[config.mk]
export PLATFORM = sky130hd
export DESIGN_NAME = vmon_rst_seq
export DESIGN_NICKNAME = d
export VERILOG_FILES = /design/src/rtl/vmon_pkg.sv /design/src/rtl/vmon_sync.sv /design/src/rtl/vmon_filter.sv /design/src/rtl/vmon_por_timer.sv /design/src/rtl/vmon_rst_seq.sv
export SDC_FILE = /design/constraint.sdc
export NUM_CORES = 1
export LEC_CHECK = 0
export ABC_AREA = 1
export BUFFER_PORTS_ARGS = -buffer_cell sky130_fd_sc_hd__clkbuf_2
export CORE_MARGIN = 1.5
export CORE_UTILIZATION = 33
export DETAILED_ROUTE_END_ITERATION = 10
export PLACE_DENSITY = 0.53
export SYNTH_ARGS = -nofsm -noshare
export SYNTH_HDL_FRONTEND = slang
export SYNTH_SLANG_ARGS = --single-unit
[constraint.sdc]
create_clock -name clk -period 1.3 [get_ports clk]
set_input_delay 0.26 -clock clk [delete_from_list [all_inputs] [get_ports clk]]
set_output_delay 0.26 -clock clk [all_outputs]
set_load 0.02 [all_outputs]
[src/rtl/vmon_pkg.sv]
// Shared types for the voltage monitor reset sequencer.
package vmon_pkg;
    // Sequencer phases: supply bad, power-on delay running, released.
    typedef enum logic [1:0] {
        SEQ_OFF   = 2'd0,
        SEQ_DELAY = 2'd1,
        SEQ_RUN   = 2'd2
    } seq_state_t;
endpackage

[src/rtl/vmon_sync.sv]
// vmon_sync: chain of STAGES flops that brings an asynchronous level into
// the clk domain. Assumes the input is a slow level, not a pulse.
module vmon_sync #(
    parameter int STAGES = 2
) (
    input  logic clk,
    input  logic rst_n,
    input  logic d_i,
    output logic q_o
);
    logic [STAGES-1:0] chain_q;

    for (genvar g = 0; g < STAGES; g++) begin : g_stage
        if (g == 0) begin : g_first
            // First stage samples the raw input.
            always_ff @(posedge clk) begin
                if (!rst_n) chain_q[0] <= 1'b0;
                else        chain_q[0] <= d_i;
            end
        end else begin : g_next
            // Later stages take the stage before them.
            always_ff @(posedge clk) begin
                if (!rst_n) chain_q[g] <= 1'b0;
                else        chain_q[g] <= chain_q[g-1];
            end
        end
    end

    assign q_o = chain_q[STAGES-1];
endmodule

[src/rtl/vmon_filter.sv]
// vmon_filter: accepts a new input level only after it has differed from
// the current accepted level for FILT_CYCLES consecutive cycles, so that
// shorter glitches are dropped. Assumes s_i is already synchronous.
module vmon_filter #(
    parameter int FILT_CYCLES = 4
) (
    input  logic clk,
    input  logic rst_n,
    input  logic s_i,
    output logic vok_o
);
    localparam int FW = (FILT_CYCLES < 2) ? 1 : $clog2(FILT_CYCLES);
    localparam logic [FW-1:0] LAST = FW'(FILT_CYCLES - 1);

    logic [FW-1:0] run_q;

    // Count consecutive disagreeing cycles and flip the level at the limit.
    always_ff @(posedge clk) begin
        if (!rst_n) begin
            run_q <= '0;
            vok_o <= 1'b0;
        end else if (s_i == vok_o) begin
            run_q <= '0;
        end else if (run_q == LAST) begin
            run_q <= '0;
            vok_o <= s_i;
        end else begin
            run_q <= run_q + 1'b1;
        end
    end

    // A fall of the accepted level requires a low input at that edge.
    assert_fall_needs_low_R5: assert property (@(posedge clk) disable iff (!rst_n)
        $fell(vok_o) |-> !$past(s_i));
    // A rise of the accepted level requires a high input at that edge.
    assert_rise_needs_high_R3: assert property (@(posedge clk) disable iff (!rst_n)
        $rose(vok_o) |-> $past(s_i));
endmodule

[src/rtl/vmon_por_timer.sv]
// vmon_por_timer: counts time-base ticks while enabled. expire_o is high
// in the cycle in which the POR_TICKS-th tick is present. Clearing
// discards the count at once.
module vmon_por_timer #(
    parameter int POR_TICKS = 100
) (
    input  logic clk,
    input  logic rst_n,
    input  logic clear_i,
    input  logic tick_i,
    output logic expire_o
);
    localparam int CW = (POR_TICKS < 2) ? 1 : $clog2(POR_TICKS);
    localparam logic [CW-1:0] LAST = CW'(POR_TICKS - 1);

    logic [CW-1:0] cnt_q;

    // Advance on each tick, wrap at the period, zero while cleared.
    always_ff @(posedge clk) begin
        if (!rst_n || clear_i) cnt_q <= '0;
        else if (tick_i)       cnt_q <= (cnt_q == LAST) ? '0 : cnt_q + 1'b1;
    end

    assign expire_o = !clear_i && tick_i && (cnt_q == LAST);

    // The count never reaches the period itself.
    assert_cnt_bound_R3: assert property (@(posedge clk) disable iff (!rst_n)
        cnt_q <= LAST);
    // A clear leaves the count at zero on the next cycle.
    assert_clear_zero_R7: assert property (@(posedge clk) disable iff (!rst_n)
        clear_i |=> (cnt_q == '0));
endmodule

[src/rtl/vmon_rst_seq.sv]
// vmon_rst_seq: system reset sequencer. Holds reset low until the filtered
// voltage-good level is high, waits POR_TICKS ticks, then releases reset
// and permits the watchdog. A qualified voltage drop returns it to the
// off phase from any state. Assumes tick_i is a single-cycle pulse.
module vmon_rst_seq #(
    parameter int POR_TICKS   = 100,
    parameter int FILT_CYCLES = 4,
    parameter int SYNC_STAGES = 2
) (
    input  logic clk,
    input  logic rst_n,
    input  logic tick_i,
    input  logic vgood_i,
    output logic sys_rst_n_o,
    output logic wd_allow_o,
    output logic force_dis_o,
    output logic por_done_o
);
    import vmon_pkg::*;

    logic       vs_sync;
    logic       vok;
    logic       expire;
    seq_state_t state_q;

    vmon_sync #(.STAGES(SYNC_STAGES)) u_sync (
        .clk   (clk),
        .rst_n (rst_n),
        .d_i   (vgood_i),
        .q_o   (vs_sync)
    );

    vmon_filter #(.FILT_CYCLES(FILT_CYCLES)) u_filt (
        .clk   (clk),
        .rst_n (rst_n),
        .s_i   (vs_sync),
        .vok_o (vok)
    );

    vmon_por_timer #(.POR_TICKS(POR_TICKS)) u_tmr (
        .clk      (clk),
        .rst_n    (rst_n),
        .clear_i  (state_q != SEQ_DELAY),
        .tick_i   (tick_i),
        .expire_o (expire)
    );

    // Phase sequencing: a voltage drop wins over every other condition.
    always_ff @(posedge clk) begin
        if (!rst_n) begin
            state_q    <= SEQ_OFF;
            por_done_o <= 1'b0;
        end else begin
            por_done_o <= 1'b0;
            if (!vok) begin
                state_q <= SEQ_OFF;
            end else begin
                case (state_q)
                    SEQ_OFF:   state_q <= SEQ_DELAY;
                    SEQ_DELAY: if (expire) begin
                                   state_q    <= SEQ_RUN;
                                   por_done_o <= 1'b1;
                               end
                    default:   state_q <= SEQ_RUN;
                endcase
            end
        end
    end

    assign sys_rst_n_o = (state_q == SEQ_RUN);
    assign wd_allow_o  = (state_q == SEQ_RUN);
    assign force_dis_o = (state_q != SEQ_RUN);

    // A fall of the filtered level asserts reset on the following edge.
    assert_drop_forces_R6: assert property (@(posedge clk) disable iff (!rst_n)
        $fell(vok) |=> !sys_rst_n_o);
    // A settled bad level keeps reset asserted.
    assert_stay_low_R2: assert property (@(posedge clk) disable iff (!rst_n)
        (!vok && !$past(vok)) |-> !sys_rst_n_o);
    // Release only happens on a tick, together with the strobe.
    assert_release_on_tick_R4: assert property (@(posedge clk) disable iff (!rst_n)
        $rose(sys_rst_n_o) |-> ($past(tick_i) && por_done_o));
    // The strobe lasts a single cycle.
    assert_pulse_once_R4: assert property (@(posedge clk) disable iff (!rst_n)
        por_done_o |=> !por_done_o);
endmodule

==> results of run 1 <==
==> cells by family after synthesis <==
kind of cell    after synthesis  share of synthesized area
compound gates                7                     0.0619
flops                        15                      0.450
fa+ha+maj                     2                     0.0375
xor+xnor                      1                     0.0131
simple gates                 48                      0.325
buf+inv                      19                      0.113
==> flip-flops by register name, summed over array words and instances (netlist names) <==
signal / flops
u_tmr.cnt_q: 7
state_q: 2
u_filt.run_q: 2
por_done_o: 1
u_filt.vok_o: 1
u_sync.chain_q: 1
u_sync.q_o: 1
==> cell usage after synthesis <==
cell / count / area share
a21oi_1: 4 / 0.030
nor2_2: 2 / 0.019
nand3_1: 3 / 0.023
buf_4: 1 / 0.011
a21oi_2: 1 / 0.013
nand2_2: 4 / 0.038
o21ai_0: 1 / 0.0075
ha_1: 2 / 0.038
inv_2: 2 / 0.011
nand2_1: 20 / 0.11
o211ai_1: 1 / 0.011
inv_1: 16 / 0.090
xor2_1: 1 / 0.013
or2_1: 1 / 0.0094
nand4_1: 3 / 0.028
dfxtp_1: 15 / 0.45
nor2_4: 1 / 0.017
nor2_1: 14 / 0.079
==> worst reg2reg max path, delay by kind of cell, from the launching register on <==
family,cells,cell delay [ns]
flip-flops,1,0.38
buffers and inverters,2,0.11
AND/OR/NAND/NOR,5,0.41
adder cells (fa/ha/maj),1,0.18
==> final timing paths <==
| kind | end | cells past startpoint |
|---|---|---|
| min reg2reg | u_filt.run_q[0]$_SDFF_PP0_ | 1 |
| max reg2reg | u_tmr.cnt_q[2]$_SDFFE_PP0P_ | 8 |
| max | force_dis_o | 4 |
| min | u_sync.chain_q[0]$_SDFF_PN0_ | 3 |
==> layer usage <==
metal,vias up,global-route usage
met5,-,0
met3,2,0.0340
li1,298,-
met1,228,0.148
met2,7,0.149
met4,0,0.0649
==> area by class of cell <==
type	instances	area [um2]
clock buffers	4	26.3
fillers	233	1160
inverters	18	67.6
multi-input cells	58	299
flip-flops and latches	15	302
well taps	27	33.8
repair buffers	7	37.5
==> timing repair <==
item / 4_1_cts / 5_1_grt
resized for setup: 1 / 5
pin swaps: 0 / 1
setup endpoints to repair: 1 / 3
==> power by group through the flow <==
stage | clock (W) | combinational, W | sequential [W]
after detailed placement | 0 | 0.0000154 | 0.000475
after global placement | 0 | 0.0000147 | 0.000475
after floorplan | 0 | 0.00000622 | 0.000475
final | 0.000268 | 0.0000149 | 0.000465
after CTS | 0.000275 | 0.0000154 | 0.000465
after global routing | 0.000295 | 0.0000173 | 0.000465
==> metrics by stage <==
| stage | instance area, um2 | total power [W] | util |
|---|---|---|---|
| final | 766 | 0.000747 | 0.398 |
| after global routing | 766 | 0.000778 | 0.398 |
| after detailed placement | 728 | 0.000491 | 0.379 |
| after CTS | 757 | 0.000755 | 0.394 |
| after floorplan | 667 | 0.000481 | - |
| after global placement | 728 | 0.000490 | 0.379 |
==> out/results.tsv, run 1 <==
metric	value	unit
outcome	complete, no violations	
preCtsSetupSlack	0.146	ns
crit_start	state_q[1]$_SDFFE_PN0P_	
clk_pin_slew	0.09	ns
hp-class	input port to flop	
slowest_delay	0.33	ns
grt_pass1_wl	1710	um
ios	8	
place_congestion	0.738	
wl_met1	569	um
setup_slack	0.0750	ns
fp-row-count	16	
cts_buffers	3	
initial_utilization	0.347	
wl_met2	477	um
clock_latency	0.28	ns
die_width	48.0	um
p_seq_frac	0.622	
critPathRequiredTime	1.04	ns
htree_levels	1	
drt_iter0_drc	5	
die_h	48.0	um
combPwrFrac	0.020	
holdBufCountCts	0	
maxSlewViolCount	0	
ctsRootBufferMaster	clkbuf_4	
highest_layer	met4	
dieArea	2300	um2
met3_length	27	um
setup_viol	0	
hold_viol	0	
io_buffers	7	
wirelength	1080	um
syn_inst	92	
rsz0062_at_grt	false	
path_max_fanout	4	
slowest_stage	dfxtp_2	
vias	535	
synth_area	667	um2
syn2layout_area_growth	14.8	%
reg2reg_from	u_tmr.cnt_q[0]$_SDFFE_PP0P_	
hpwl	852	um
final_nets	109	
synth-warning-count	0	
sw_frac_of_total	0.213	
firstDrtPassIters	4	
final_layout_size_suffix_gt1_frac	0.225	
ys_seq_area_frac	0.450	
post-cts-setup-buffer-count	0	
cp_num_buf_inv	3	
fin_crit	1.22	ns
hold_slack	0.161	ns
grt_start_max_net_pins	9	
syn_nets	98	
wl_per_cell	8.40	um
grt_pass1_vias	417	
critPathKind	flop to output pin	
worst_slew_pin_slew	0.205	ns
diodes	0	
skew	0.00344	ns
cp.arrival	0.96	ns
rrSetupSlack	0.13	ns
cts_tree	done	
setup_tns	0	ns
p_sw	0.000159	W
post_layout_nonfiller_instances	129	
end_kind	output pin	
max_freq	0.816	GHz
final_cell_mix	nand2_1, inv_1, dfxtp_1	
cellInternalPower	0.000588	W
final_common_cell	nand2_1	
grt-ovfl-total	0	
clockPowerShare	0.358	
min-delay-start	vgood_i	
drv_cap	0	
ys_ff_latch	15	
antenna_found_initial	0	
p_per_area	976	nW/um2
vias_per_cell	4.15	
cp_top_family	flip-flops	
dp_cells	125	
clock_path_buffers	2	
slew_headroom	0.863	
clkSinkCount	15	
avgSynthCellArea	7.25	um2
finalCritPeriodShare	0.942	
drtAntennaViolNets	0	
drc	0	
p_leak	0.326	nW
coreArea	1920	um2
synth_cell_types	18	
worstPathCellList	inv_2, nor2_4, inv_1, buf_4	
track_usage	0.109	
critPathLaunchType	flop	
ir_drop	637	uV
No activity file was read; power rests on OpenSTA's default activity.
==> inputs of run 2 (changes only) <==
CORE_ASPECT_RATIO = 0.9   (was unset)
clock period = 1.4 ns   (was 1.3 ns; I/O delays follow)
==> run 2 against run 1 <==
Clock power is 7.8% lower. Via count rose by 0.56%. Global-route usage down 0.43 points. Critical path depth is the same. Cell area decreased by 1.5%. Register-to-register slack better by 0.11 ns. Non-clock buffer count is the same. Combinational power decreased by 8%. Die area about the same. Sequential power down 7.3%. Core utilization fell by 0.43 points.
==> out/results.tsv, run 2 (synthesis gave the netlist of run 1 again) <==
metric	value	unit
outcome	complete, no violations	
final_nets	109	
htree_levels	1	
setup_tns	0	ns
preCtsSetupSlack	0.242	ns
ctsRootBufferMaster	clkbuf_4	
clk_pin_slew	0.09	ns
vias_per_cell	4.24	
initial_utilization	0.348	
p_per_area	918	nW/um2
place_congestion	0.693	
slowest_stage	dfxtp_1	
firstDrtPassIters	4	
hold_slack	0.177	ns
wirelength	1080	um
max_freq	0.774	GHz
grt_pass1_vias	436	
largest_register_ffs	7	
slew_headroom	0.858	
slowest_delay	0.33	ns
path_max_fanout	4	
skew	0.00371	ns
hold_viol	0	
diodes	0	
ios	8	
worst_slew_pin_slew	0.213	ns
ir_drop	401	uV
antenna_found_initial	0	
critPathKind	flop to output pin	
rsz0062_at_grt	false	
drc	0	
grt_start_max_net_pins	9	
cp_num_buf_inv	3	
cts_resized	0	
final_cell_mix	nand2_1, inv_1, dfxtp_1	
vias	538	
drv_cap	0	
critPathMostFrequentCell	inv_1	
die_h	45.6	um
cts_buffers	3	
dieArea	2300	um2
clock_latency	0.28	ns
wl_per_cell	8.53	um
top_regs	u_tmr.cnt_q: 7 flops, state_q: 2 flops, u_filt.run_q: 2 flops	
grt-ovfl-total	0	
clkSinkCount	15	
end_kind	output pin	
fin_crit	1.29	ns
cp_top_family	flip-flops	
p_leak	0.326	nW
critPathLaunchType	flop	
io_buffers	7	
finalCritPeriodShare	0.923	
critPathRequiredTime	1.12	ns
nFillCells	220	
hp-class	input port to flop	
clockPowerShare	0.357	
cts_tree	done	
post-cts-setup-buffer-count	0	
maxSlewViolCount	0	
cp.arrival	1.01	ns
clock_path_buffers	2	
grt_pass1_wl	1720	um
p_sw	0.000146	W
fp-row-count	15	
setup_viol	0	
largest-register	u_tmr.cnt_q	
final_layout_size_suffix_gt1_frac	0.206	
setup_slack	0.108	ns
coreArea	1910	um2
worstPathCellList	inv_1, nor2_2, inv_1, clkbuf_2	
p_seq_frac	0.623	
track_usage	0.105	
die_width	50.4	um
hpwl	826	um
cellInternalPower	0.000546	W
final_common_cell	nand2_1	
syn2layout_area_growth	13.1	%
drt_iter0_drc	7	
drtAntennaViolNets	0	
combPwrFrac	0.020	
holdBufCountCts	0	
sw_frac_of_total	0.211	
run 2: cell count changes in the layout (fill, tap and decap cells not counted), sizes merged:
| cell | previous run | this run |
|---|---|---|
| clkbuf | 10 | 11 |
| buf | 1 | 0 |
run 2: cell type report:
type                       count  area [um2]  area share
clock buffer                   4        26.3      0.0348
inverter                      18        67.6      0.0896
multi-input combinational     58         294       0.390
sequential                    15         300       0.398
tap                           25        31.3      0.0415
timing repair buffer           7        35.0      0.0464
run 2: power by group through the flow:
| stage | logic, W | registers [W] | clock network, W |
|---|---|---|---|
| after floorplan | 0.00000578 | 0.000441 | 0 |
| after global placement | 0.0000136 | 0.000441 | 0 |
| after detailed placement | 0.0000139 | 0.000442 | 0 |
| after CTS | 0.0000140 | 0.000432 | 0.000260 |
| after global routing | 0.0000160 | 0.000432 | 0.000281 |
| final | 0.0000137 | 0.000431 | 0.000247 |
run 2: worst min-delay path, cell delays in order:
cell      delay (ns)
clkbuf_2        0.07
nand2_1         0.04
inv_1           0.04
run 2: per-stage QoR:
| stage | total power [W] | util | instances | instance area (um2) |
|---|---|---|---|---|
| finish | 0.000692 | 0.394 | 127 | 754 |
| global route | 0.000729 | 0.394 | 127 | 754 |
| CTS | 0.000706 | 0.393 | 127 | 752 |
| detailed placement | 0.000455 | 0.379 | 123 | 726 |
| global placement | 0.000455 | 0.379 | 123 | 726 |
| floorplan | 0.000447 | - | 92 | 667 |
run 2: final timing paths:
| check | start | end | slack, ns | cells past startpoint |
|---|---|---|---|---|
| worst max register to register | u_tmr.cnt_q[0]$_SDFFE_PP0P_ | state_q[0]$_SDFFE_PN0P_ | 0.24 | 8 |
| worst max-delay path | state_q[1]$_SDFFE_PN0P_ | force_dis_o | 0.11 | 4 |
| worst min register to register | u_filt.run_q[0]$_SDFF_PP0_ | u_filt.run_q[0]$_SDFF_PP0_ | 0.42 | 1 |
| worst min-delay path | vgood_i | u_sync.chain_q[0]$_SDFF_PN0_ | 0.18 | 3 |
run 2: metal layers:
metal | vias up | wire [um] | track usage | share of wire
met5 | - | 0 | 0 | 0
met4 | 0 | 12 | 0.0973 | 0.011
met2 | 4 | 489 | 0.161 | 0.45
met3 | 2 | 27 | 0.0197 | 0.025
li1 | 298 | - | - | -
met1 | 234 | 553 | 0.126 | 0.51
==> inputs of run 3 (changes only) <==
clock period = 1.47 ns   (was 1.4 ns; I/O delays follow)
==> run 3 against run 2 <==
Cell area shrank 0.33%. First-iteration DRC count is the same. Via count is the same. Core utilization is 0.13 points lower. Non-clock buffer count did not move. Critical path type unchanged. Largest cell class unchanged.
==> out/results.tsv, run 3 (synthesis gave the netlist of run 1 again) <==
metric	value	unit
outcome	complete, no violations	
rrSetupSlack	0.31	ns
clkSinkCount	15	
place_congestion	0.693	
post_layout_nonfiller_instances	127	
wirelength	1080	um
slew_headroom	0.858	
slowest_delay	0.33	ns
hp-class	input port to flop	
p_leak	0.326	nW
drc	0	
worst_slew_pin_slew	0.213	ns
grt_pass1_vias	436	
drtAntennaViolNets	0	
die_h	45.6	um
p_per_area	877	nW/um2
fp-row-count	15	
clk_pin_slew	0.09	ns
largest_register_ffs	7	
cts_tree	done	
worstPathCellList	inv_1, nor2_1, inv_1, clkbuf_2	
final_common_cell	nand2_1	
dp_cells	123	
slowest_stage	dfxtp_1	
cellInternalPower	0.000520	W
ctsRootBufferMaster	clkbuf_4	
initial_utilization	0.348	
cp_num_buf_inv	3	
sw_frac_of_total	0.211	
path_max_fanout	4	
critPathLaunchType	flop	
fin_crit	1.34	ns
cts_resized	0	
clockPowerShare	0.357	
clock_path_buffers	2	
post-cts-setup-buffer-count	0	
critPathKind	flop to output pin	
rsz0062_at_grt	false	
wl_per_cell	8.51	um
critPathRequiredTime	1.18	ns
combPwrFrac	0.020	
cp.arrival	1.05	ns
final_nets	109	
setup_tns	0	ns
finalCritPeriodShare	0.913	
preCtsSetupSlack	0.312	ns
p_sw	0.000140	W
met1_usage	0.126	
max_freq	0.745	GHz
ios	8	
critPathMostFrequentCell	inv_1	
maxSlewViolCount	0	
io_buffers	7	
skew	0.00392	ns
clock_latency	0.28	ns
final_layout_size_suffix_gt1_frac	0.196	
die_width	50.4	um
syn2layout_area_growth	12.8	%
grt_pass1_wl	1720	um
setup_viol	0	
setup_slack	0.129	ns
antenna_found_initial	0	
finalPower	0.000660	W
dieArea	2300	um2
drv_cap	0	
track_usage	0.105	
vias	538	
grt_start_max_net_pins	9	
diodes	0	
cts_buffers	3	
htree_levels	1	
drt_iter0_drc	7	
grt-ovfl-total	0	
holdBufCountCts	0	
final_cell_mix	nand2_1, inv_1, dfxtp_1	
grt_util_met2	0.161	
p_seq_frac	0.623	
grt_util_met3	0.0197	
ir_drop	382	uV
end_kind	output pin	
coreArea	1910	um2
hold_viol	0	
nFillCells	222	
firstDrtPassIters	4	
hold_slack	0.190	ns
vias_per_cell	4.24	
largest-register	u_tmr.cnt_q	
cp_top_family	flip-flops	
top_regs	u_tmr.cnt_q: 7 flops, state_q: 2 flops, u_filt.run_q: 2 flops	
hpwl	826	um
busiest_layer	met2	
run 3: worst paths after layout:
| check | startpoint | end | depth (start not counted) |
|---|---|---|---|
| max reg2reg | u_tmr.cnt_q[0]$_SDFFE_PP0P_ | state_q[0]$_SDFFE_PN0P_ | 8 |
| max | state_q[1]$_SDFFE_PN0P_ | force_dis_o | 4 |
| min | vgood_i | u_sync.chain_q[0]$_SDFF_PN0_ | 3 |
| min reg2reg | u_filt.run_q[0]$_SDFF_PP0_ | u_filt.run_q[0]$_SDFF_PP0_ | 1 |
run 3: final cells by class:
| cell class | instances | area [um2] | area share |
|---|---|---|---|
| well taps | 25 | 31.3 | 0.0416 |
| multi-input cells | 58 | 292 | 0.388 |
| inverters | 18 | 67.6 | 0.0899 |
| repair buffers | 7 | 35.0 | 0.0466 |
| flip-flops and latches | 15 | 300 | 0.399 |
| clock buffers | 4 | 26.3 | 0.0349 |
run 3: per-stage QoR:
stage,area [um2],utilization
2_1_floorplan,667,-
3_3_place_gp,726,0.379
3_5_place_dp,726,0.379
4_1_cts,752,0.393
5_1_grt,752,0.393
6_report,752,0.393
run 3: power groups by stage:
stage          Clock (W)  Sequential [W]  Combinational, W
2_1_floorplan          0        0.000420        0.00000550
3_3_place_gp           0        0.000420         0.0000130
3_5_place_dp           0        0.000421         0.0000132
4_1_cts         0.000248        0.000411         0.0000134
5_1_grt         0.000267        0.000411         0.0000153
6_report        0.000236        0.000411         0.0000131
run 3: per-layer routing:
layer	part of all wire	routed length [um]	vias up
met5	0	0	-
met4	0.011	12	0
met3	0.025	27	2
met2	0.45	487	4
met1	0.51	553	234
li1	-	-	298
run 3: worst min-delay path: cells and delay by family:
kind	cells	cell delay, ns
buffers and inverters	2	0.11
and+or+nand+nor	1	0.04
